===== src/rtl/exc_entry_pkg.sv =====
package exc_entry_pkg;

    typedef enum logic [2:0] {
        K_NONE, K_POR, K_MAN, K_ADDR, K_IRQ, K_TRAP, K_SLOT, K_GEN
    } exc_kind_e;

    typedef enum logic [2:0] {
        S_IDLE, S_HOLD, S_RPC, S_RSP, S_PSR, S_PPC, S_RVEC, S_FIN
    } seq_state_e;

    localparam logic [7:0] VEC_ADDR_ERR = 8'd9;
    localparam logic [7:0] VEC_IRQ      = 8'd64;
    localparam logic [7:0] VEC_TRAP     = 8'd32;
    localparam logic [7:0] VEC_SLOT_ILL = 8'd6;
    localparam logic [7:0] VEC_GEN_ILL  = 8'd4;

    localparam logic [31:0] POR_SLOT_BASE = 32'h0000_0000;
    localparam logic [31:0] MAN_SLOT_BASE = 32'h0000_0008;

    function automatic logic [7:0] vec_num(exc_kind_e k);
        case (k)
            K_ADDR:  return VEC_ADDR_ERR;
            K_IRQ:   return VEC_IRQ;
            K_TRAP:  return VEC_TRAP;
            K_SLOT:  return VEC_SLOT_ILL;
            K_GEN:   return VEC_GEN_ILL;
            default: return 8'd0;
        endcase
    endfunction

endpackage


===== src/rtl/exc_src_arb.sv =====
module exc_src_arb
    import exc_entry_pkg::*;
(
    input  logic      addr_err_req,
    input  logic      irq_req,
    input  logic      ex_done,
    input  logic      ex_trap,
    input  logic      dec_valid,
    input  logic      dec_undef,
    input  logic      dec_pc_write,
    input  logic      dec_in_slot,
    output exc_kind_e kind
);
    logic slot_bad;
    logic gen_bad;

    always_comb begin
        // delay-slot split of undefined / PC-writing opcodes
        slot_bad = dec_valid && dec_in_slot && (dec_undef || dec_pc_write);
        gen_bad  = dec_valid && !dec_in_slot && dec_undef;
        // priority, R7 completion gate
        if (addr_err_req && ex_done)  kind = K_ADDR;
        else if (irq_req && ex_done)  kind = K_IRQ;
        else if (ex_trap)             kind = K_TRAP;
        else if (slot_bad)            kind = K_SLOT;
        else if (gen_bad)             kind = K_GEN;
        else                          kind = K_NONE;
    end

endmodule


===== src/rtl/exc_vec_addr.sv =====
module exc_vec_addr
    import exc_entry_pkg::*;
#(
    parameter int AW = 32
) (
    input  exc_kind_e         kind,
    input  logic [AW-1:0]     vbr,
    output logic [AW-1:0]     addr
);
    localparam logic [AW-1:0] WORD_BYTES = AW'(AW / 8);

    // handler slot = base + word size * vector number
    always_comb begin
        addr = vbr + AW'(vec_num(kind)) * WORD_BYTES;
    end

endmodule


===== src/rtl/exc_entry_seq.sv =====
module exc_entry_seq
    import exc_entry_pkg::*;
#(
    parameter int AW     = 32,
    parameter int MASK_W = 4
) (
    input  logic              clk,
    input  logic              rst_pin_n,
    input  logic              nmi_pin,
    input  logic              addr_err_req,
    input  logic              irq_req,
    input  logic [MASK_W-1:0] irq_level,
    input  logic              ex_done,
    input  logic              ex_trap,
    input  logic              dec_valid,
    input  logic              dec_undef,
    input  logic              dec_pc_write,
    input  logic              dec_in_slot,
    input  logic [AW-1:0]     cur_pc,
    input  logic [AW-1:0]     cur_sp,
    input  logic [AW-1:0]     cur_sr,
    input  logic [AW-1:0]     cur_vbr,
    output logic              mem_req,
    output logic              mem_we,
    output logic [AW-1:0]     mem_addr,
    output logic [AW-1:0]     mem_wdata,
    input  logic [AW-1:0]     mem_rdata,
    input  logic              mem_ready,
    output logic              busy,
    output logic              pc_we,
    output logic [AW-1:0]     pc_new,
    output logic              sp_we,
    output logic [AW-1:0]     sp_new,
    output logic              vbr_we,
    output logic [AW-1:0]     vbr_new,
    output logic              mask_we,
    output logic [MASK_W-1:0] mask_new
);
    localparam logic [AW-1:0] WORD_BYTES = AW'(AW / 8);
    localparam logic [AW-1:0] FRAME_BYTES = WORD_BYTES + WORD_BYTES;

    typedef struct packed {
        seq_state_e        st;
        exc_kind_e         kind;
        logic [AW-1:0]     sp;
        logic [AW-1:0]     pc;
        logic [AW-1:0]     sr;
        logic [AW-1:0]     vaddr;
        logic [MASK_W-1:0] lvl;
        logic [AW-1:0]     hnd;
        logic [AW-1:0]     spn;
    } seq_t;

    seq_t      seq_d, seq_q;
    exc_kind_e arb_kind;
    logic [AW-1:0] slot_addr;
    logic [AW-1:0] rst_base;
    logic      is_rst;

    exc_src_arb u_arb (
        .addr_err_req (addr_err_req),
        .irq_req      (irq_req),
        .ex_done      (ex_done),
        .ex_trap      (ex_trap),
        .dec_valid    (dec_valid),
        .dec_undef    (dec_undef),
        .dec_pc_write (dec_pc_write),
        .dec_in_slot  (dec_in_slot),
        .kind         (arb_kind)
    );

    exc_vec_addr #(.AW(AW)) u_vec (
        .kind (arb_kind),
        .vbr  (cur_vbr),
        .addr (slot_addr)
    );

    always_comb begin
        seq_d     = seq_q;
        mem_req   = 1'b0;
        mem_we    = 1'b0;
        mem_addr  = '0;
        mem_wdata = '0;
        pc_we     = 1'b0;
        pc_new    = seq_q.hnd;
        sp_we     = 1'b0;
        sp_new    = seq_q.spn;
        vbr_we    = 1'b0;
        vbr_new   = '0;
        mask_we   = 1'b0;
        is_rst    = (seq_q.kind == K_POR) || (seq_q.kind == K_MAN);
        mask_new  = is_rst ? {MASK_W{1'b1}} : seq_q.lvl;
        rst_base  = (seq_q.kind == K_POR) ? AW'(POR_SLOT_BASE) : AW'(MAN_SLOT_BASE);

        case (seq_q.st)
            S_HOLD: begin
                // first edge with the pin released: NMI level picks kind
                seq_d.kind = nmi_pin ? K_POR : K_MAN;
                seq_d.st   = S_RPC;
            end
            S_IDLE: begin
                if (arb_kind != K_NONE) begin
                    seq_d.st    = S_PSR;
                    seq_d.kind  = arb_kind;
                    seq_d.sp    = cur_sp;
                    seq_d.pc    = cur_pc;
                    seq_d.sr    = cur_sr;
                    seq_d.vaddr = slot_addr;
                    seq_d.lvl   = irq_level;
                    seq_d.spn   = cur_sp - FRAME_BYTES;
                end
            end
            S_RPC: begin
                mem_req  = 1'b1;
                mem_addr = rst_base;
                if (mem_ready) begin
                    seq_d.hnd = mem_rdata;
                    seq_d.st  = S_RSP;
                end
            end
            S_RSP: begin
                mem_req  = 1'b1;
                mem_addr = rst_base + WORD_BYTES;
                if (mem_ready) begin
                    seq_d.spn = mem_rdata;
                    seq_d.st  = S_FIN;
                end
            end
            S_PSR: begin
                mem_req   = 1'b1;
                mem_we    = 1'b1;
                mem_addr  = seq_q.sp - WORD_BYTES;
                mem_wdata = seq_q.sr;
                if (mem_ready) seq_d.st = S_PPC;
            end
            S_PPC: begin
                mem_req   = 1'b1;
                mem_we    = 1'b1;
                mem_addr  = seq_q.sp - FRAME_BYTES;
                mem_wdata = seq_q.pc;
                if (mem_ready) seq_d.st = S_RVEC;
            end
            S_RVEC: begin
                mem_req  = 1'b1;
                mem_addr = seq_q.vaddr;
                if (mem_ready) begin
                    seq_d.hnd = mem_rdata;
                    seq_d.st  = S_FIN;
                end
            end
            S_FIN: begin
                pc_we    = 1'b1;
                sp_we    = 1'b1;
                vbr_we   = is_rst;
                mask_we  = is_rst || (seq_q.kind == K_IRQ);
                seq_d.st = S_IDLE;
            end
            default: seq_d.st = S_IDLE;
        endcase

        busy = (seq_q.st != S_IDLE) || (arb_kind != K_NONE);
    end

    always_ff @(posedge clk or negedge rst_pin_n) begin
        if (!rst_pin_n) begin
            seq_q      <= '0;
            seq_q.st   <= S_HOLD;
            seq_q.kind <= K_NONE;
        end else begin
            seq_q <= seq_d;
        end
    end

    // a pending access keeps its request steady
    a_r10_req_hold: assert property (@(posedge clk) disable iff (!rst_pin_n)
        (mem_req && !mem_ready) |=> (mem_req && $stable(mem_addr)
                                     && $stable(mem_we) && $stable(mem_wdata)));

    // handler fetch is issued while busy
    a_r11_busy_at_fetch: assert property (@(posedge clk) disable iff (!rst_pin_n)
        pc_we |-> busy);

    // busy only drops right after the fetch address was issued
    a_r11_busy_release: assert property (@(posedge clk) disable iff (!rst_pin_n)
        $fell(busy) |-> $past(pc_we));

    // reset commit writes all four targets together
    a_r3_reset_commit: assert property (@(posedge clk) disable iff (!rst_pin_n)
        vbr_we |-> (pc_we && sp_we && mask_we && (vbr_new == '0)
                    && (mask_new == {MASK_W{1'b1}})));

    // outside resets, only an interrupt touches the mask
    a_r6_mask_irq_only: assert property (@(posedge clk) disable iff (!rst_pin_n)
        (mask_we && !vbr_we) |-> (seq_q.kind == K_IRQ));

    // stack writes never coincide with the final register update
    a_r4_push_before_commit: assert property (@(posedge clk) disable iff (!rst_pin_n)
        (mem_req && mem_we) |-> (busy && !pc_we && !sp_we));

endmodule


===== config.mk =====
export PLATFORM = sky130hd
export DESIGN_NAME = exc_entry_seq
export DESIGN_NICKNAME = d
export VERILOG_FILES = /design/src/rtl/exc_entry_pkg.sv /design/src/rtl/exc_src_arb.sv /design/src/rtl/exc_vec_addr.sv /design/src/rtl/exc_entry_seq.sv
export SDC_FILE = /design/constraint.sdc
export NUM_CORES = 1
export LEC_CHECK = 0
export BUFFER_PORTS_ARGS = -buffer_cell sky130_fd_sc_hd__buf_4
export CAP_MARGIN = 30
export CORE_MARGIN = 2
export CORE_UTILIZATION = 38
export DETAILED_ROUTE_END_ITERATION = 6
export GPL_TIMING_DRIVEN = 0
export PLACE_DENSITY = 0.7
export SLEW_MARGIN = 20
export SYNTH_ARGS = -nofsm -noshare
export SYNTH_HDL_FRONTEND = slang
export SYNTH_SLANG_ARGS = --single-unit

===== constraint.sdc =====
create_clock -name clk -period 2.44 [get_ports clk]
set_clock_uncertainty 0.05 [all_clocks]
set_input_delay 0.732 -clock clk [delete_from_list [all_inputs] [get_ports clk]]
set_output_delay 0.732 -clock clk [all_outputs]
set_load 0.01 [all_outputs]

==> results of run 1 <==
==> metal layers <==
metal  up-vias  part of all wire [%]  track usage, %
met1      5482                    39           30.41
met2       491                    50           42.54
met4         0                   3.4           8.607
met3        88                   7.3           4.949
li1       5289                     -               -
met5         -                     0               0
==> what timing repair did <==
item,in CTS,in global routing
setup endpoints to repair,240,124
gates cloned,5,0
endpoints found under the hold margin,0,0
gates resized for setup,192,116
hold buffers,0,0
setup buffers,59,32
pin swaps,61,69
==> layout by cell type, fill, tap and decap left out, drive strengths merged, types with 3 or more instances in the layout <==
| cell | netlist | layout |
|---|---|---|
| o211ai | 3 | 3 |
| nor3 | 34 | 34 |
| a21oi | 23 | 23 |
| nand3 | 23 | 23 |
| mux2 | 32 | 32 |
| xnor2 | 35 | 35 |
| ha | 10 | 10 |
| bufinv | 0 | 3 |
| xor2 | 47 | 47 |
| nor2b | 5 | 5 |
| or4 | 7 | 7 |
| a21o | 4 | 4 |
| a22o | 5 | 5 |
| and4 | 3 | 3 |
| nand2b | 6 | 6 |
| a211oi | 11 | 11 |
| mux2i | 34 | 34 |
| conb | 1 | 32 |
| clkbuf | 61 | 90 |
| inv | 14 | 15 |
| or2 | 8 | 8 |
| o22ai | 3 | 3 |
| a31oi | 6 | 6 |
| nor4 | 15 | 15 |
| and2 | 3 | 3 |
| nand4 | 9 | 9 |
| or3 | 8 | 8 |
| buf | 103 | 506 |
| dfrtp | 201 | 201 |
| nand2 | 417 | 417 |
| o21ai | 97 | 97 |
| clkinv | 1 | 7 |
| nor2 | 97 | 97 |
==> worst max-delay path by stage <==
stage                             from  depth (start not counted)           end  slack (ns)
after floorplan              cur_sp[5]                          7    sp_new[26]       -0.29
after global placement    dec_pc_write                          9     seq_q[65]       -1.18
after detailed placement       irq_req                          9     seq_q[68]       -1.27
after CTS                   seq_q[170]                          7  mem_addr[14]       -0.83
after global routing        seq_q[181]                          7  mem_addr[21]       -0.96
final                       seq_q[181]                          7  mem_addr[21]       -0.86
==> power breakdown <==
part | total [mW] | internal [mW] | switching (mW)
clock | 3.73 | 2.24 | 1.48
sequential | 6.32 | 5.02 | 1.30
combinational | 12.1 | 6.14 | 6.00
total | 22.2 | 13.4 | 8.79
==> flip-flops by register name, indices dropped and copies added, names as in the netlist <==
name / flops
seq_q: 138
sp_new: 32
pc_new: 32
==> worst max-delay path, stage by stage (launching register included) <==
cell     delay, ns
dfrtp_2       0.44
nor4_4        0.35
nand2_1       0.14
or3_4         0.42
nor3_4        0.18
xor2_1        0.09
a22o_1        0.23
buf_4         0.15
==> area by class of cell <==
| class | count | area share [%] |
|---|---|---|
| buffer | 157 | 6.561 |
| clock buffer | 31 | 3.825 |
| clock inverter | 11 | 0.7807 |
| inverter | 15 | 0.4656 |
| multi-input combinational | 1008 | 37.20 |
| sequential | 202 | 29.07 |
| tap | 390 | 2.793 |
| timing repair buffer | 408 | 19.30 |
==> logic make-up after synthesis <==
| kind of cell | after synthesis | synth area share [%] |
|---|---|---|
| flip-flops | 202 | 44.22 |
| multiplexers | 66 | 6.128 |
| XOR/XNOR | 82 | 6.281 |
| AO/OA/AOI/OAI | 171 | 8.809 |
| other | 1 | 0.03279 |
| adder cells (fa/ha/maj) | 11 | 1.269 |
| buffers and inverters | 179 | 9.137 |
| AND/OR/NAND/NOR | 646 | 24.13 |
==> per-stage QoR <==
step                util [%]  setup WS, ns  power [mW]  TNS (ns)
floorplan                  -       -0.2920       11.71    -4.333
global placement       49.70        -1.184       15.55   -322.36
detailed placement     49.92        -1.268       15.79   -156.15
CTS                    56.77       -0.8273       21.38    -37.94
global route           58.94       -0.9590       23.50    -43.61
finish                 58.94       -0.8602       22.19    -38.79
==> results.json, run 1 <==
{
  "place_congestion": 0.9025,
  "final_nets": 2003,
  "remaining_drc_errors": 0,
  "ys_seq_area_share_pct": 44.22,
  "initial_core_util_pct": 38.58,
  "arrival_ns": 2.52,
  "cts_buffers": 24,
  "critPathMaxFanout": 4,
  "postRouteAntennaNets": 0,
  "die_h_um": 177.5,
  "required_ns": 1.66,
  "antenna_found_initial": 0,
  "rows": 63,
  "wl_per_cell_um": 18.43,
  "setup_viol": 76,
  "ir_drop_mv": 0.7022,
  "relSlewSlack_pct": 56.73,
  "power_density_mw_per_mm2": 1270,
  "drt_iter0_drc": 676,
  "cts_tree": "built",
  "synth_top_area_share_pct": 43.99,
  "synth_common_cells": "nand2_1 (417), dfrtp_1 (201), buf_4 (97), nor2_1 (97), o21ai_0 (64)",
  "r2r_cells": 8,
  "synth.cell_area_mm2": 0.01143,
  "path_clk_slew_ns": 0.06,
  "grt_max_degree": 78,
  "clockRootBuffer": "clkbuf_16",
  "period_share_pct": 135.3,
  "drive_above_1_share_pct": 43.07,
  "hold_class": "in2async",
  "h-tree-depth": 1,
  "p_leak_nw": 8.403,
  "yosysTopAreaCell": "dfrtp_1",
  "r2r-end": "seq_q[189]",
  "ys_types": 67,
  "r2r_start": "seq_q[201]",
  "io_buffers": 314,
  "vias": 11350,
  "grt.total_usage_pct": 24.59,
  "multi_input_area_mm2": 0.006499,
  "crit_path_start_kind": "register",
  "dp.cells": 2095,
  "placed_cell_area_mm2": 0.01479,
  "synth-seq-cells": 202,
  "rsz0062_at_grt": "true",
  "yosys_warnings": 0,
  "dieArea_mm2": 0.03150,
  "fillCellCount": 2564,
  "fmax_ghz": 0.3030,
  "drt_wl_total_um": 40950,
  "area_growth_syn_to_layout_pct": 52.76,
  "synth_edf_count": 0,
  "synth_area_leaders": "dfrtp_1 (44%), nand2_1 (14%), buf_4 (6.4%)",
  "overflow": 0,
  "hold_viol": 0,
  "fin_cells": 2222,
  "synthArstFlopShare_pct": 100.0,
  "slew_violations": 0,
  "clockBufferDepth": 3,
  "antenna_cells": 0,
  "clock_latency_ns": 0.52,
  "outcome": "finished, violations left",
  "finalWorstSetupSlack_ns": -0.8602,
  "maxCapViolCount": 0,
  "core-area_mm2": 0.02964,
  "cts.sinks": 202,
  "path_class": "reg2out",
  "yosysMostFrequentCell": "nand2_1",
  "viasPerCell": 5.108,
  "hpwl_um": 29130,
  "endpoint_kind": "primary output",
  "final_area_mm2": 0.01747,
  "synth_flop_cell": "dfrtp_1",
  "violations": "setup timing",
  "die_x_um": 177.5,
  "grt_pass1_wl_um": 60730,
  "dr.pass1.iters": 5,
  "synth_cells": 1358,
  "whs_ns": 0.07847,
  "tightest_slew_ns": 0.6472,
  "ioPinCount": 347,
  "reg2reg_slack_ns": 0.05,
  "syn_avg_cell_area_um2": 8.420,
  "period_minus_slack_ns": 3.300,
  "seq_area_mm2": 0.005077,
  "grt_pass1_vias": 11320
}
(Power assumes the default switching activity.)
==> run 2, diff against run 1 <==
Settings changed: ABC_AREA set to 1.
==> results.json, run 2 <==
{
  "tightest_slew_ns": 0.8319,
  "grt_pass1_vias": 13214,
  "syn_avg_cell_area_um2": 6.951,
  "wl_per_cell_um": 18.11,
  "outcome": "finished, violations left",
  "violations": "DRC, setup timing",
  "core-area_mm2": 0.03245,
  "io_buffers": 314,
  "power.share.sequential_pct": 29.6,
  "p_comb_share_pct": 52.7,
  "path_clk_slew_ns": 0.06,
  "synthArstFlopShare_pct": 100.0,
  "postRouteAntennaNets": 0,
  "p_leak_nw": 9.359,
  "r2r_cells": 8,
  "dieArea_mm2": 0.03436,
  "arrival_ns": 2.25,
  "die_x_um": 185.4,
  "r2r_start": "seq_q[201]",
  "ys_types": 42,
  "fmax_ghz": 0.3304,
  "reg2reg_slack_ns": -0.05,
  "cts.sinks": 202,
  "cts_buffers": 24,
  "crit_chain": "buf_12 -> inv_6 -> nand2_4 -> nor2_4 -> buf_12 -> clkinv_8 -> o21ai_0 -> o211ai_1 -> nand2_1 -> buf_6",
  "power_density_mw_per_mm2": 1161,
  "ys_seq_area_share_pct": 40.45,
  "top_register": "seq_q",
  "initial_core_util_pct": 38.51,
  "yosys_warnings": 0,
  "antenna_found_initial": 0,
  "h-tree-depth": 1,
  "synth_cells": 1798,
  "dr.pass1.iters": 7,
  "period_minus_slack_ns": 3.027,
  "yosysMostFrequentCell": "nand2_1",
  "drive_above_1_share_pct": 32.44,
  "synth-seq-cells": 202,
  "clockRootBuffer": "clkbuf_16",
  "largest_reg_flops": 138,
  "synth.cell_area_mm2": 0.01250,
  "hpwl_um": 37360,
  "vias": 13420,
  "endpoint_kind": "primary output",
  "relSlewSlack_pct": 44.54,
  "cpPeakStageDelay_ns": 0.59,
  "grt.total_usage_pct": 28.02,
  "critPathMaxFanout": 9,
  "finalWorstSetupSlack_ns": -0.5870,
  "pre_cts_slack_ns": -0.9488,
  "maxCapViolCount": 0,
  "remaining_drc_errors": 11,
  "grt_max_degree": 93,
  "final_nets": 2417,
  "drt_wl_total_um": 48710,
  "drt_iter0_drc": 934,
  "synth_flop_cell": "dfrtp_1",
  "mostFrequentLayoutCell": "nand2_1",
  "switchingPower_mw": 8.856,
  "place_congestion": 0.9444,
  "die_h_um": 185.4,
  "ioPinCount": 347,
  "cts_tree": "built",
  "slew_violations": 0,
  "cp_slowest_cell": "dfstp_2",
  "synth_common_cells": "nand2_1 (659), dfrtp_1 (201), inv_1 (158)",
  "r2r-end": "seq_q[72]",
  "ir_drop_mv": 0.7313,
  "setup_viol": 71,
  "overflow": 0,
  "rows": 66,
  "endpoint": "mem_addr[27]",
  "synth_top_area_share_pct": 40.24,
  "critical_path_buf_inv_count": 5,
  "final_cell_mix": "nand2_1 (628), buf_4 (406), dfrtp_1 (179)",
  "fillCellCount": 3075,
  "clockPowerShare_pct": 17.7,
  "whs_ns": 0.3452,
  "crit_path_start_kind": "register",
  "p_int_mw": 12.11,
  "clockBufferDepth": 3,
  "yosysTopAreaCell": "dfrtp_1",
  "synth_edf_count": 0,
  "required_ns": 1.66,
  "grt_pass1_wl_um": 73970,
  "worst-path-stages": 10,
  "rsz0062_at_grt": "true",
  "synth_area_leaders": "dfrtp_1 (40%), nand2_1 (20%), nand3_1 (6.0%)",
  "path_class": "reg2out",
  "cp-startpoint": "seq_q[199]",
  "period_share_pct": 124.1,
  "area_growth_syn_to_layout_pct": 44.55,
  "swShare_pct": 42.24,
  "cp_common_cell": "buf_12",
  "hold_class": "in2reg",
  "critPathTopFamily": "flip-flops",
  "hold_viol": 0,
  "viasPerCell": 4.989,
  "clock_latency_ns": 0.53
}
==> run 2: power by group through the flow <==
stage	clock network, mW	registers (mW)	logic [mW]
floorplan	0	5.71	5.40
global placement	0	6.07	8.75
detailed placement	0	6.13	8.90
CTS	3.77	6.13	10.5
global route	3.92	6.38	12.0
finish	3.71	6.21	11.0
==> run 2: layout make-up <==
type                    instances  area, µm²  share of cell area [%]
plain buffers                 156       1155                   6.392
flip-flops and latches        202       5084                   28.14
well taps                     442      553.0                   3.061
clock inverters                12      131.4                  0.7272
repair buffers                376       3188                   17.65
clock buffers                  31      686.9                   3.802
multi-input cells            1305       6619                   36.64
inverters                     165      646.9                   3.581
diodes                          1      2.502                 0.01385
==> run 2: cell families (layout without fill, tap and decap cells) <==
| logic type | count (synthesis) | count (layout) | synth area share, % |
|---|---|---|---|
| mux | 15 | 15 | 1.351 |
| buf+inv | 322 | 740 | 12.82 |
| simple gates | 1012 | 1012 | 32.86 |
| xor+xnor | 14 | 14 | 0.9811 |
| fa+ha+maj | 11 | 11 | 1.161 |
| flops | 202 | 202 | 40.45 |
| compound gates | 221 | 221 | 10.34 |
| other cells | 1 | 33 | 0.03000 |
==> run 2: worst min path at each step <==
stage | start | end | slack [ns] | cells past startpoint
finish | cur_sr[28] | seq_q[128] | 0.35 | 3
global route | cur_pc[11] | seq_q[143] | 0.33 | 3
CTS | cur_sr[28] | seq_q[128] | 0.33 | 3
detailed placement | seq_q[95] | seq_q[95] | 0.42 | 2
global placement | seq_q[138] | seq_q[138] | 0.41 | 2
floorplan | rst_pin_n | pc_new[0] | 0.39 | 0
==> run 2: worst min-delay path: stages <==
cell,delay (ns)
buf_4,0.08
nand2_1,0.04
nand2_1,0.04
==> run 2: stage by stage <==
step / utilization (%) / cells / area [µm²] / TNS, ns / power [mW]
after floorplan: - / 1829 / 12630 / -0.03904 / 11.12
after global placement: 47.89 / 2585 / 15540 / -227.38 / 14.82
after detailed placement: 48.08 / 2587 / 15610 / -67.46 / 15.03
after CTS: 54.61 / 2679 / 17720 / -33.62 / 20.40
after global routing: 55.66 / 2689 / 18060 / -40.17 / 22.33
final: 55.67 / 2690 / 18070 / -32.37 / 20.97
==> run 2: metal layers <==
metal	global-route usage [%]	vias to the layer above	share of wire, %
li1	-	6493	-
met1	35.48	6307	41
met2	48.15	538	48
met3	5.525	82	7.8
met4	8.540	0	3.2
met5	0	-	0
==> run 2: timing repair <==
item	4_1_cts	5_1_grt
pin swaps	28	17
resized for setup	249	81
setup endpoints to repair	76	130
buffers inserted	47	11
cloned	4	0
endpoints found under the hold margin	22	0
hold buffers	1	0
